**config.mk**
```make
export PLATFORM = sky130hd
export DESIGN_NAME = tap_scan_engine
export DESIGN_NICKNAME = d
export VERILOG_FILES = /design/src/rtl/tap_scan_pkg.sv /design/src/rtl/tap_half_timer.sv /design/src/rtl/tap_slot_seq.sv /design/src/rtl/tap_capture.sv /design/src/rtl/tap_scan_engine.sv
export SDC_FILE = /design/constraint.sdc
export NUM_CORES = 1
export LEC_CHECK = 0
export BUFFER_PORTS_ARGS = -buffer_cell sky130_fd_sc_hd__buf_2
export CORE_MARGIN = 2
export CORE_UTILIZATION = 64
export CTS_BUF_LIST = sky130_fd_sc_hd__clkbuf_4 sky130_fd_sc_hd__clkbuf_8
export DETAILED_ROUTE_END_ITERATION = 7
export PLACE_DENSITY_LB_ADDON = 0.08
export SYNTH_ARGS = -nofsm -noshare
export SYNTH_HDL_FRONTEND = slang
export SYNTH_HIERARCHICAL = 1
export SYNTH_SLANG_ARGS = --single-unit
```
**constraint.sdc**
```tcl
create_clock -name clk -period 5.1 [get_ports clk]
set_clock_uncertainty 0.2 [all_clocks]
set_input_delay 0.765 -clock clk [delete_from_list [all_inputs] [get_ports clk]]
set_output_delay 0.765 -clock clk [all_outputs]
set_load 0.005 [all_outputs]
```
**src/rtl/tap_scan_pkg.sv**
```systemverilog
`timescale 1ns/1ps
package tap_scan_pkg;

    localparam int DW          = 16;
    localparam int IR_BITS     = 8;
    localparam int RST_TOGGLES = 4;
    localparam int RST_PULSES  = 6;
    localparam int IR_PRE      = 4;
    localparam int DR_PRE      = 3;
    localparam int POST        = 2;
    localparam int IDX_W       = $clog2(DR_PRE + DW + POST);

    typedef int unsigned uint_t;

    typedef enum logic [1:0] {
        OP_RESET = 2'd0,
        OP_IR    = 2'd1,
        OP_DR8   = 2'd2,
        OP_DR16  = 2'd3
    } scan_op_e;

    // Line values for one TCK slot (one low half plus one high half)
    typedef struct packed {
        logic hold_high;   // TCK stays high for the whole slot
        logic tms;
        logic tdi;
        logic shift;       // TDO is captured in this slot
    } slot_t;

    function automatic uint_t pre_len(scan_op_e op);
        case (op)
            OP_IR:   return uint_t'(IR_PRE);
            OP_RESET: return 0;
            default: return uint_t'(DR_PRE);
        endcase
    endfunction

    function automatic uint_t shift_len(scan_op_e op);
        case (op)
            OP_IR:   return uint_t'(IR_BITS);
            OP_DR8:  return 8;
            OP_DR16: return uint_t'(DW);
            default: return 0;
        endcase
    endfunction

    function automatic uint_t slot_count(scan_op_e op);
        if (op == OP_RESET) return uint_t'(RST_TOGGLES + RST_PULSES + 1);
        return pre_len(op) + shift_len(op) + uint_t'(POST);
    endfunction

    function automatic slot_t slot_info(scan_op_e op, logic [IDX_W-1:0] idx,
                                        logic [DW-1:0] data, logic lvl);
        slot_t s;
        uint_t i, pre, n, k;
        logic [3:0] kb;
        s   = '{hold_high: 1'b0, tms: 1'b0, tdi: lvl, shift: 1'b0};
        i   = uint_t'(idx);
        pre = pre_len(op);
        n   = shift_len(op);
        if (op == OP_RESET) begin
            if (i < uint_t'(RST_TOGGLES)) begin
                s.hold_high = 1'b1;
                s.tms       = idx[0];
            end else begin
                s.tms = (i < uint_t'(RST_TOGGLES + RST_PULSES));
            end
        end else if (i < pre) begin
            s.tms = (i + 2 < pre);
        end else if (i < pre + n) begin
            k       = i - pre;
            s.shift = 1'b1;
            s.tms   = (k == n - 1);
            kb      = (op == OP_IR) ? k[3:0] : 4'(n - 1 - k);
            s.tdi   = data[kb];
        end else begin
            s.tms = (i == pre + n);
        end
        return s;
    endfunction

endpackage

```
**src/rtl/tap_half_timer.sv**
```systemverilog
`timescale 1ns/1ps
module tap_half_timer #(
    parameter int HALF_CYC = 2
) (
    input  logic clk,
    input  logic rst,
    input  logic run,
    output logic half_end
);
    localparam int CW = $clog2(HALF_CYC) + 1;

    logic [CW-1:0] cnt;

    assign half_end = run && (cnt == CW'(HALF_CYC - 1));

    always_ff @(posedge clk) begin
        if (rst || !run || half_end) cnt <= '0;
        else                         cnt <= cnt + 1'b1;
    end
endmodule

```
**src/rtl/tap_slot_seq.sv**
```systemverilog
`timescale 1ns/1ps
module tap_slot_seq
    import tap_scan_pkg::*;
(
    input  logic             clk,
    input  logic             rst,
    input  logic             start,
    input  logic             half_end,
    input  logic [IDX_W-1:0] last_idx,
    output logic             active,
    output logic [IDX_W-1:0] idx,
    output logic             phase,
    output logic             finish,
    output logic             done
);
    assign finish = active && half_end && phase && (idx == last_idx);

    always_ff @(posedge clk) begin
        if (rst) begin
            active <= 1'b0;
            idx    <= '0;
            phase  <= 1'b0;
            done   <= 1'b0;
        end else begin
            done <= finish;
            if (start) begin
                active <= 1'b1;
                idx    <= '0;
                phase  <= 1'b0;
            end else if (active && half_end) begin
                phase <= ~phase;
                if (phase) begin
                    if (idx == last_idx) active <= 1'b0;
                    else                 idx    <= idx + 1'b1;
                end
            end
        end
    end
endmodule

```
**src/rtl/tap_capture.sv**
```systemverilog
`timescale 1ns/1ps
module tap_capture
    import tap_scan_pkg::*;
(
    input  logic          clk,
    input  logic          rst,
    input  logic          start,
    input  logic          sample_req,
    input  logic          tdo,
    input  logic          finish,
    output logic [DW-1:0] rdata
);
    logic [DW-1:0] sh;
    logic          pend;

    always_ff @(posedge clk) begin
        if (rst) begin
            sh    <= '0;
            pend  <= 1'b0;
            rdata <= '0;
        end else begin
            pend <= sample_req;
            if (start)     sh <= '0;
            else if (pend) sh <= {sh[DW-2:0], tdo};
            if (finish)    rdata <= sh;
        end
    end
endmodule

```
**src/rtl/tap_scan_engine.sv**
```systemverilog
`timescale 1ns/1ps
module tap_scan_engine
    import tap_scan_pkg::*;
#(
    parameter int HALF_CYC = 2
) (
    input  logic          clk,
    input  logic          rst,
    input  logic          cmd_valid,
    input  logic [1:0]    cmd_op,
    input  logic [DW-1:0] cmd_data,
    input  logic          idle_tdi,
    output logic          busy,
    output logic          done,
    output logic [DW-1:0] rdata,
    output logic          tck,
    output logic          tms,
    output logic          tdi,
    input  logic          tdo
);
    scan_op_e         op_q;
    logic [DW-1:0]    data_q;
    logic             lvl_q;
    logic             accept, active, phase, half_end, finish;
    logic [IDX_W-1:0] idx, last_idx;
    slot_t            cur;

    assign accept = cmd_valid && !active;

    always_ff @(posedge clk) begin
        if (rst) begin
            op_q   <= OP_RESET;
            data_q <= '0;
            lvl_q  <= 1'b0;
        end else if (accept) begin
            op_q   <= scan_op_e'(cmd_op);
            data_q <= cmd_data;
            lvl_q  <= idle_tdi;
        end
    end

    assign last_idx = IDX_W'(slot_count(op_q) - 1);
    assign cur      = slot_info(op_q, idx, data_q, lvl_q);

    tap_half_timer #(.HALF_CYC(HALF_CYC)) u_tmr (
        .clk(clk), .rst(rst), .run(active), .half_end(half_end)
    );

    tap_slot_seq u_seq (
        .clk(clk), .rst(rst), .start(accept), .half_end(half_end),
        .last_idx(last_idx), .active(active), .idx(idx), .phase(phase),
        .finish(finish), .done(done)
    );

    tap_capture u_cap (
        .clk(clk), .rst(rst), .start(accept),
        .sample_req(active && half_end && !phase && cur.shift),
        .tdo(tdo), .finish(finish), .rdata(rdata)
    );

    assign busy = active;
    assign tck  = !active || cur.hold_high || phase;
    assign tms  = active && cur.tms;
    assign tdi  = active ? cur.tdi : idle_tdi;
endmodule

```
* After elaboration in Yosys (flattened, before gate mapping)
Cells that the tools add are included.
Operators by class: equality and inequality tests 7, muxes and demuxes 24, add/subtract/negate cells 10, reductions and logical operators 22, bitwise logic cells 2, $lt $le $gt $ge 6
Operators with widths (count):
- 5-bit by 32-bit less-than comparator with 1-bit output | 2
- 32-bit adder | 1
- 32-bit == test | 1
- 5-bit by 32-bit == test with 1-bit output | 1
- 6-bit by 32-bit less-than comparator with 1-bit output | 1
- 5-bit 2-to-1 mux | 3
- 1-bit 2-to-1 mux | 13
- 5-bit one-hot mux with 2 select lines | 1
- 1-bit logical AND | 8
- 4-bit 2-to-1 mux | 2
- 5-bit by 2-bit adder with 6-bit output (second input constant) | 1
- 2-bit 2-to-1 mux | 3
- 3-bit one-hot mux with 2 select lines | 1
- 3-bit AND reduction | 2
- 2-bit nonzero test | 3
- 5-bit by 1-bit subtractor with 6-bit output (second input constant) | 1
- 5-bit by 3-bit subtractor with 6-bit output | 1
- 5-bit by 1-bit adder with 5-bit output (second input constant) | 1
- 5-bit by 2-bit adder with 5-bit output (second input constant) | 1
- 5-bit adder | 1
- 5-bit == test | 1
- 4-bit by 5-bit less-than comparator with 1-bit output (second input constant) | 1
- 5-bit by 3-bit less-than comparator with 1-bit output (second input constant) | 1
- 5-bit by 4-bit less-than comparator with 1-bit output (second input constant) | 1
- other kinds (11) | 19
Storage, ports and cells: output and inout port bits 21, input bits 23, register bits 62, logic and storage cells 82

* Longest topological paths before layout
Gate-level depths: netlist (run 1).
depth after elaboration 13, depth in mapped cells 13, depth with buffers taken out 12

* Modules after synthesis
The synthesis (run 1) kept the hierarchy.
By module, submodules not included:
- tap_scan_engine | cells each 190, seq. area each 380.4 um^2, instances 1, area an instance 1441.4 um^2
- tap_capture | cells each 107, seq. area each 660.6 um^2, instances 1, area an instance 1213.7 um^2
- tap_slot_seq | cells each 49, seq. area each 160.2 um^2, instances 1, area an instance 444.2 um^2
- tap_half_timer | cells each 7, seq. area each 40.0 um^2, instances 1, area an instance 81.3 um^2

* Worst setup path after synthesis (run 1)
OpenSTA, ideal clock, no wires.
kind flip-flop to output port, from register op_q[1], to output tdi, data required time 4.135 ns, buffers on the path 1, stages on the path, launching flop included 13, arrival 2.803 ns, path slack 1.332 ns, cell sequence dfxtp_1 inv_1 ha_1 buf_6 nor2_1 ha_1 fa_1 or3b_1 a21oi_1 nor4_1 mux2_2 mux2i_1 o221ai_1
On the way: cells in the longest elaborated chain, start to end 12, elaborated cells between the ends (all ways) 20, those cells by class add/sub: 4; order compare: 2; eq/ne: 3; mux: 9; reduce/logical: 2
Ends and longest elaborated chain:
- start: declaration | RTL line tap_scan_engine.sv:21 | scan_op_e op_q;
- start signal: assignment | RTL line tap_scan_engine.sv:36 | op_q <= scan_op_e'(cmd_op);
- parallel branches: the longest is 10 deep, another holds 32-bit adder
- 2-bit 2-to-1 mux (*) | RTL line tap_scan_pkg.sv:61 | if (op == OP_RESET) begin
- 1-bit 2-to-1 mux (*) | RTL line tap_scan_engine.sv:64 | assign tdi = active ? cur.tdi : idle_tdi;
- end: declaration | RTL line tap_scan_engine.sv:18 | output logic tdi,
Mark *: on every way between the ends. The select of a mux whose other input is x is not followed.

* Worst setup path in the final report (run 1)
Ends and elaborated chain as after synthesis.

==> out/metrics.cfg, run 1 <==
[route]
drt-vias-per-instance = 5.45
wl_per_cell_um = 13.6
first_pass_iters = 4
drcViolationCount = 0
antenna_left = 0
wl_mm = 6.32
drt_iter0_drc = 107
dr_total_vias = 2527

[clock_network]
cts_tree = done
cts.clk_slew.worst_paths_ns = 0.07
clockBufferDepth = 2
cts_setup_buffers = 0
cts-htree-levels = 3
clock-sinks = 62
clock-root-buffer = clkbuf_8
hold_buffers = 0
cts_buffers = 9
ctsResizeCount = 0
insertion_delay_ns = 0.35

[timing]
worst_pin_slew_ns = 0.927
max_freq_ghz = 0.212
rsz0062_at_grt = false
tns_ns = 0
drv_slew = 0
min_period_ns = 4.71
slew_headroom_pct = 38.1
setup_viol = 0
period_share_pct = 92.4
hold_viol_final = 0
hold_ws_ns = 0.249

[grt]
grt_pass1_wl_mm = 10.5
antenna_found_initial = 0
grtUsageTotal_pct = 25.2
grt-ovfl-total = 0
grt_max_degree = 49
grt_pass1_vias = 2339

[synthesis]
async_flop_share_pct = 0
ys_seq_area_share_pct = 39.0
synthMuxAreaShare_pct = 13.3
ys_ff_latch = 62
synth.net_count = 395
synth-xor-area-share_pct = 3.30
syn_area_um2 = 3180
synthSimpleGateAreaFrac_pct = 20.8
synth.avg_cell_area_um2 = 9.01
synth_edf_count = 0
synth_fa_ha_area_share_pct = 7.71
syn_inst = 353
synth_flop_cell = dfxtp_1
synth.distinct_cells = 49
synth_warnings = 6
synth_compound_area_share_pct = 10.1
synth_top_family_by_area = simple AND/OR/NAND/NOR gates

[placement]
place.gp.congestion = 0.869
portBuffers = 43
dp.cells = 448
dp_hpwl_mm = 4.38

[pwr]
power_frac_seq_pct = 46.3
intPower_w = 0.000790
power.density_nw_per_um2 = 306
pwr-share-clk_pct = 39.3
switching_share_pct = 27.5
pwr-share-comb_pct = 14.4
leakage_nw = 1.42
switchingPower_w = 0.000300
peakVddDrop_v = 0.000368

[critical_path]
critPathLaunchType = flop
cp-end-kind = output pin
path_max_fanout = 13
cp.required_ns = 4.14
path_class = flop to output pin
cp.arrival_ns = 3.75

[floorplanning]
dieArea_um2 = 5550
coreArea_um2 = 4750
initial_core_util_pct = 66.9
chipWidth_um = 74.5
boundaryPins = 44
fp-row-count = 25
dieHeight_um = 74.5

[outcome]
status = finished clean

[flow_run]
drv_cap = 0

[final_layout]
area_growth_pct = 12.2
layout-drive-gt1-share_pct = 19.9
fillCellCount = 385
fin_nets = 434
multi_input_area_um2 = 1760
layoutNonFillerInstCount = 464
antenna_cells = 0
seqCellArea_um2 = 1240

[hold_path]
hold_path.class = flop to flop

## cell type report
class / count / share of cell area (%)
Inverter: 16 / 1.68
Multi-Input combinational cell: 258 / 49.2
Timing Repair Buffer: 45 / 6.45
Clock inverter: 7 / 2.03
Tap cell: 67 / 2.35
Clock buffer: 9 / 3.47
Sequential cell: 62 / 34.8
## power by group through the flow
stage	logic, W	clock network [W]	registers (W)
after global routing	0.000175	0.000459	0.000507
final	0.000157	0.000428	0.000505
after CTS	0.000157	0.000437	0.000505
after detailed placement	0.000155	0	0.000517
after floorplan	0.000125	0	0.000513
after global placement	0.000150	0	0.000516
## final timing paths
kind,from,to,slack (ns),cells after the start
setup / recovery,op_q[1],tdi,0.39,12
hold reg to reg,u_tmr/cnt[0],u_tmr/cnt[0],0.25,1
hold / removal,u_tmr/cnt[0],u_tmr/cnt[0],0.25,1
setup reg to reg,op_q[1],u_cap/pend,1.85,12
## cells by family after synthesis
| kind of cell | Yosys count |
|---|---|
| compound gates | 54 |
| fa+ha+maj | 19 |
| buf+inv | 33 |
| simple gates | 131 |
| mux | 42 |
| flops | 62 |
| xor+xnor | 12 |
## metal layers
layer,wire [um],GRT usage [%]
met1,2970,33.0
met2,2970,40.0
met3,289,6.91
met4,91,8.73
met5,0,0
## worst max-delay path, cell delays in order, from the launching register on
cell and delay (ns):
dfxtp_1 0.37, inv_1 0.17, ha_1 0.45, nor2_1 0.13, ha_1 0.22, fa_1 0.55
or3b_1 0.47, a21boi_0 0.26, nor4_1 0.09, mux2i_1 0.15, mux2i_1 0.09, o221ai_1 0.27
buf_2 0.18
## registers in the layout, indices dropped and copies added (netlist names)
| register | flops |
|---|---|
| u_seq/phase | 1 |
| u_seq/active | 1 |
| u_cap/pend | 1 |
| data_q | 16 |
| lvl_q | 1 |
| u_seq/done | 1 |
| op_q | 2 |
| u_tmr/cnt | 2 |
| u_cap/rdata | 16 |
| u_cap/sh | 16 |
| u_seq/idx | 5 |
## Yosys cell counts, types with 3 or more instances
cell	count	area share (%)
nor2_2	11	2.2
ha_1	18	7.1
nor3_1	3	0.47
a21boi_0	7	1.7
or3_1	4	0.79
a21oi_1	32	5.0
nor4_1	4	0.79
nor2b_1	6	1.2
buf_6	5	1.8
o211ai_1	3	0.71
xnor2_1	4	1.1
xor2_1	8	2.2
clkbuf_1	6	0.71
mux2i_1	41	13
nor2_1	29	3.4
nand3b_1	4	0.94
dfxtp_1	62	39
inv_1	16	1.9
nand3_1	3	0.47
nand2_1	48	5.7
o21ai_0	4	0.63
## layout by cell type (no fill, tap or decap), types with 3 or more instances in the layout
master,synthesis,layout
xor2_1,8,8
nor3_1,3,3
nand3_1,3,3
or3_1,4,4
nor4_1,4,4
o21ai_0,4,4
buf_2,2,43
clkbuf_8,0,9
nor2b_1,6,6
nor2_1,29,29
inv_1,16,16
nand3b_1,4,4
nand2_1,48,48
ha_1,18,18
nor2_2,11,11
mux2i_1,41,41
dfxtp_1,62,62
a21oi_1,32,32
a21boi_0,7,7
o211ai_1,3,3
xnor2_1,4,4
## stage by stage
stage / total power (W) / instance area, um^2 / utilization (%) / setup slack (ns)
after floorplan: 0.000638 / 3180 / - / 1.33
after global placement: 0.000666 / 3370 / 70.9 / 0.957
after detailed placement: 0.000672 / 3370 / 70.9 / 0.816
after CTS: 0.00110 / 3570 / 75.0 / 0.436
after global routing: 0.00114 / 3570 / 75.0 / 0.140
final: 0.00109 / 3570 / 75.0 / 0.387
Power figures use the tool's default switching activity.
==> run 2: changes to the inputs <==
clock period = 6 ns   (was 5.1 ns; I/O delays follow)
==> out/metrics.cfg, run 2 (same netlist as run 1, synthesis figures left out) <==
[floorplanning]
dieHeight_um = 74.5  ; unchanged
initial_core_util_pct = 66.9  ; unchanged
chipWidth_um = 74.5  ; unchanged
fp-row-count = 25  ; unchanged
dieArea_um2 = 5550  ; unchanged
boundaryPins = 44  ; unchanged
coreArea_um2 = 4750  ; unchanged

[final_layout]
final_cell_mix = dfxtp_1, nand2_1, buf_2
layout-drive-gt1-share_pct = 19.9  ; unchanged
fillCellCount = 404  ; +4.9%
multi_input_area_um2 = 1760  ; unchanged
area_growth_pct = 12.2  ; unchanged
final_common_cell = dfxtp_1
reg_top3 = data_q (16), u_cap/rdata (16), u_cap/sh (16)
fin_nets = 434  ; unchanged
antenna_cells = 0  ; unchanged
seqCellArea_um2 = 1240  ; unchanged

[timing]
setup_viol = 0  ; unchanged
tns_ns = 0  ; unchanged
drv_slew = 0  ; unchanged
worst_pin_slew_ns = 0.912  ; -0.0151 ns
hold_ws_ns = 0.228  ; -0.0215 ns
max_freq_ghz = 0.206
slew_headroom_pct = 39.1  ; +1.0 points
rsz0062_at_grt = false
hold_viol_final = 0  ; unchanged
min_period_ns = 4.86
period_share_pct = 80.9

[critical_path]
path_class = flop to output pin
crit_path_end = tdi
worstRegToRegCells = 12  ; unchanged
cp.required_ns = 4.90  ; +0.76 ns
reg2reg_slack_ns = 2.67  ; +0.82 ns
startpoint = op_q[1]
critPathLaunchType = flop
crit_chain = inv_1 > ha_1 > nor2_1 > ha_1 > fa_1 > or3b_1 > a21oi_1 > nor4_1 > mux2_2 > mux2i_1 > o221ai_1 > buf_2
r2r_start = op_q[1]
cp.arrival_ns = 3.76  ; about the same
path_max_fanout = 13  ; unchanged
regToRegEndpoint = u_cap/pend
cp_common_cell = ha_1
cp-end-kind = output pin
critPathMaxStageDelay_ns = 0.56  ; about the same
slowest_stage = fa_1

[grt]
grt_pass1_wl_mm = 10.1  ; -3.7%
grtUsageTotal_pct = 24.0  ; -1.2 points
grt-ovfl-total = 0  ; unchanged
grt_max_degree = 49  ; unchanged
grt_pass1_vias = 2239  ; -4.3%
antenna_found_initial = 0  ; unchanged

[placement]
portBuffers = 43  ; unchanged
dp_hpwl_mm = 4.33  ; -1.2%
place.gp.congestion = 0.863  ; -0.64%

[clock_network]
hold_buffers = 0  ; unchanged
cts_buffers = 9  ; unchanged
insertion_delay_ns = 0.34  ; about the same
clockBufferDepth = 2  ; unchanged
cts.clk_slew.worst_paths_ns = 0.07  ; about the same
ctsResizeCount = 0  ; unchanged
cts-htree-levels = 3  ; unchanged
clock-root-buffer = clkbuf_8
cts_setup_buffers = 0  ; unchanged
cts_tree = done
clock-sinks = 62  ; unchanged

[route]
drt-vias-per-instance = 5.44  ; -0.20%
antenna_left = 0  ; unchanged
wl_mm = 6.25  ; -0.98%
drt_iter0_drc = 106  ; -0.93%
dr_total_vias = 2522  ; -0.20%
wl_per_cell_um = 13.5  ; -0.98%
first_pass_iters = 4  ; unchanged
drcViolationCount = 0  ; unchanged

[flow_run]
drv_cap = 0  ; unchanged

[pwr]
power.density_nw_per_um2 = 259  ; -15%
leakage_nw = 1.42  ; unchanged
peakVddDrop_v = 0.000226  ; -39%

[outcome]
status = finished clean

[hold_path]
hold_path.class = flop to flop

run 2: cell counts in the layout (fill, tap and decap cells not counted):
Identical to the previous run, type by type.
run 2: cell type report:
cell class,instances,share of cell area (%)
repair buffers,45,6.45
clock inverters,7,2.03
multi-input cells,258,49.2
flip-flops and latches,62,34.8
clock buffers,9,3.47
well taps,67,2.35
inverters,16,1.68
run 2: metrics by stage:
stage | setup WS, ns | total power, W | cell area, um^2 | utilization (%) | std cells
2_1_floorplan | 2.10 | 0.000542 | 3180 | - | 353
3_3_place_gp | 1.72 | 0.000566 | 3370 | 70.9 | 448
3_5_place_dp | 1.63 | 0.000570 | 3370 | 70.9 | 448
4_1_cts | 1.18 | 0.000929 | 3570 | 75.0 | 464
5_1_grt | 0.872 | 0.000967 | 3570 | 75.0 | 464
6_report | 1.14 | 0.000923 | 3570 | 75.0 | 464
run 2: worst min path at each step:
stage                 start           end  cells past startpoint
4_1_cts        u_tmr/cnt[0]  u_tmr/cnt[0]                      1
2_1_floorplan  u_tmr/cnt[0]  u_tmr/cnt[0]                      1
3_5_place_dp   u_tmr/cnt[0]  u_tmr/cnt[0]                      1
5_1_grt        u_tmr/cnt[0]  u_tmr/cnt[0]                      1
6_report       u_tmr/cnt[0]  u_tmr/cnt[0]                      1
3_3_place_gp   u_tmr/cnt[0]  u_tmr/cnt[0]                      1
run 2: where the power goes:
part | switching, W | internal (W)
logic | 0.0000749 | 0.0000582
clock network | 0.000169 | 0.000192
registers | 0.00000813 | 0.000421
total | 0.000252 | 0.000672
run 2: critical path: cells and delay by family, from the launching register on:
family,cells,cell delay (ns)
adders and majority gates,3,1.23
and+or+nand+nor,3,0.68
muxes,2,0.43
DFF,1,0.36
buffers and inverters,2,0.36
AOI/OAI and AO/OA,2,0.36
run 2: metal layers:
metal,wire length (um),GRT usage [%]
met3,258,6.78
met2,2970,38.2
met4,76,8.33
met1,2950,31.4
met5,0,0
==> run 3: changes to the inputs <==
CORE_UTILIZATION = 59   (was 64)
clock period = 5 ns   (was 6 ns; I/O delays follow)
==> out/metrics.cfg, run 3 (same netlist as run 1, synthesis figures left out) <==
[outcome]
status = finished clean

[timing]
min_period_ns = 4.58
worst_pin_slew_ns = 0.890  ; -0.0220 ns
period_share_pct = 91.7
hold_ws_ns = 0.235  ; +0.00734 ns
fin_ws_ns = 0.415  ; -0.729 ns
slew_headroom_pct = 40.6  ; +1.5 points
max_freq_ghz = 0.218
hold_viol_final = 0  ; unchanged
rsz0062_at_grt = false
setup_viol = 0  ; unchanged
drv_slew = 0  ; unchanged
tns_ns = 0  ; unchanged

[route]
wl_mm = 5.98  ; -4.3%
drt_iter0_drc = 103  ; -2.8%
drt-vias-per-instance = 5.25  ; -3.5%
drcViolationCount = 0  ; unchanged
first_pass_iters = 5  ; +1
wl_per_cell_um = 12.8  ; -4.9%
dr_total_vias = 2450  ; -2.9%
antenna_left = 0  ; unchanged

[placement]
place_ws_ns = 0.815  ; -0.811 ns
dp.cells = 451  ; +0.67%
dp_hpwl_mm = 4.23  ; -2.2%
place.gp.congestion = 0.794  ; -8.0%
portBuffers = 43  ; unchanged

[grt]
grt_pass1_wl_mm = 10.4  ; +2.7%
grt-ovfl-total = 0  ; unchanged
antenna_found_initial = 0  ; unchanged
grtUsageTotal_pct = 21.5  ; -2.5 points
grt_pass1_vias = 2344  ; +4.7%
grt_max_degree = 49  ; unchanged

[hold_path]
hp-start = u_tmr/cnt[0]
min_to = u_tmr/cnt[0]
hold_path_depth = 1  ; unchanged
hold_path.class = flop to flop

[pwr]
power.density_nw_per_um2 = 324  ; +25%
peakVddDrop_v = 0.000346  ; +53%
leakage_nw = 1.43  ; +1.1%

[final_layout]
final_common_cell = dfxtp_1
fin_nets = 434  ; unchanged
final_cell_mix = dfxtp_1, nand2_1, buf_2
area_growth_pct = 13.1
final_util_pct = 70.0  ; -5.1 points
antenna_cells = 0  ; unchanged
layoutNonFillerInstCount = 467  ; +0.65%
layout-drive-gt1-share_pct = 19.9  ; unchanged
reg_top3 = data_q (16), u_cap/rdata (16), u_cap/sh (16)

[critical_path]
r2r_start = op_q[1]
cp.arrival_ns = 3.63  ; -0.13 ns
cp-end-kind = output pin
reg2reg_slack_ns = 1.81  ; -0.86 ns
path_class = flop to output pin
cp.required_ns = 4.05  ; -0.85 ns
critPathLaunchType = flop
worstRegToRegCells = 12  ; unchanged
path_max_fanout = 13  ; unchanged
regToRegEndpoint = u_cap/pend

[floorplanning]
dieArea_um2 = 5990  ; +8.0%
coreArea_um2 = 5140  ; +8.1%
initial_core_util_pct = 61.9  ; -5.0 points
dieHeight_um = 77.4  ; +3.9%
chipWidth_um = 77.4  ; +3.9%
fp-row-count = 26  ; +4.0%
boundaryPins = 44  ; unchanged

[clock_network]
ctsResizeCount = 0  ; unchanged
cts_tree = done
cts_setup_buffers = 0  ; unchanged
hold_buffers = 0  ; unchanged
clock-sinks = 62  ; unchanged
cts_buffers = 9  ; unchanged
insertion_delay_ns = 0.35  ; about the same
cts.clk_slew.worst_paths_ns = 0.07  ; about the same
cts-htree-levels = 3  ; unchanged
clockBufferDepth = 2  ; unchanged
clock-root-buffer = clkbuf_8

[flow_run]
drv_cap = 0  ; unchanged

[run 3: cell types whose count changed in the layout (fill, tap and decap cells not counted)]
| cell | previous run | this run |
|---|---|---|
| inv_8 | 0 | 1 |
| bufinv_16 | 1 | 2 |
| inv_6 | 1 | 0 |
| clkinvlp_4 | 2 | 1 |
[run 3: cell type report]
| cell class | count | area, um^2 |
|---|---|---|
| tap | 70 | 87.6 |
| multi-input combinational | 258 | 1760 |
| clock buffer | 9 | 124 |
| fill | 437 | 1540 |
| clock inverter | 7 | 97.6 |
| sequential | 62 | 1240 |
| timing repair buffer | 45 | 230 |
| inverter | 16 | 60.1 |
[run 3: per-stage QoR]
step	total power, W	area [um^2]
detailed placement	0.000684	3370
floorplan	0.000651	3180
CTS	0.00117	3600
global placement	0.000681	3370
global route	0.00121	3600
finish	0.00117	3600
[run 3: how the worst max path moves through the flow]
stage,startpoint,endpoint,cells past startpoint
after floorplan,op_q[1],tdi,12
after global placement,op_q[1],tdi,12
after detailed placement,op_q[1],tdi,12
after CTS,op_q[1],tdi,12
after global routing,op_q[1],tdi,12
final,op_q[1],tdi,12
[run 3: power breakdown]
| part | switching [W] | total [W] | internal (W) |
|---|---|---|---|
| Sequential | 0.00000949 | 0.000515 | 0.000506 |
| Combinational | 0.0000886 | 0.000158 | 0.0000698 |
| Clock | 0.000209 | 0.000492 | 0.000283 |
| Total | 0.000307 | 0.00117 | 0.000858 |
[run 3: per-layer routing]
metal  share of wire, %  global-route usage (%)  up-vias
met2                 46                    34.5       42
met5                  0                       0        -
met4                1.1                    6.79        0
met1                 49                    27.4     1122
met3                4.5                    7.09        7
li1                   -                       -     1279
[run 3: worst max-delay path: stages, from the launching register on]
cell	delay (ns)
dfxtp_1	0.36
inv_1	0.17
ha_1	0.43
nor2_1	0.13
ha_1	0.21
fa_1	0.64
or3b_4	0.44
a21oi_1	0.15
nor4_1	0.06
mux2_2	0.26
mux2i_1	0.17
o221ai_1	0.13
buf_2	0.15
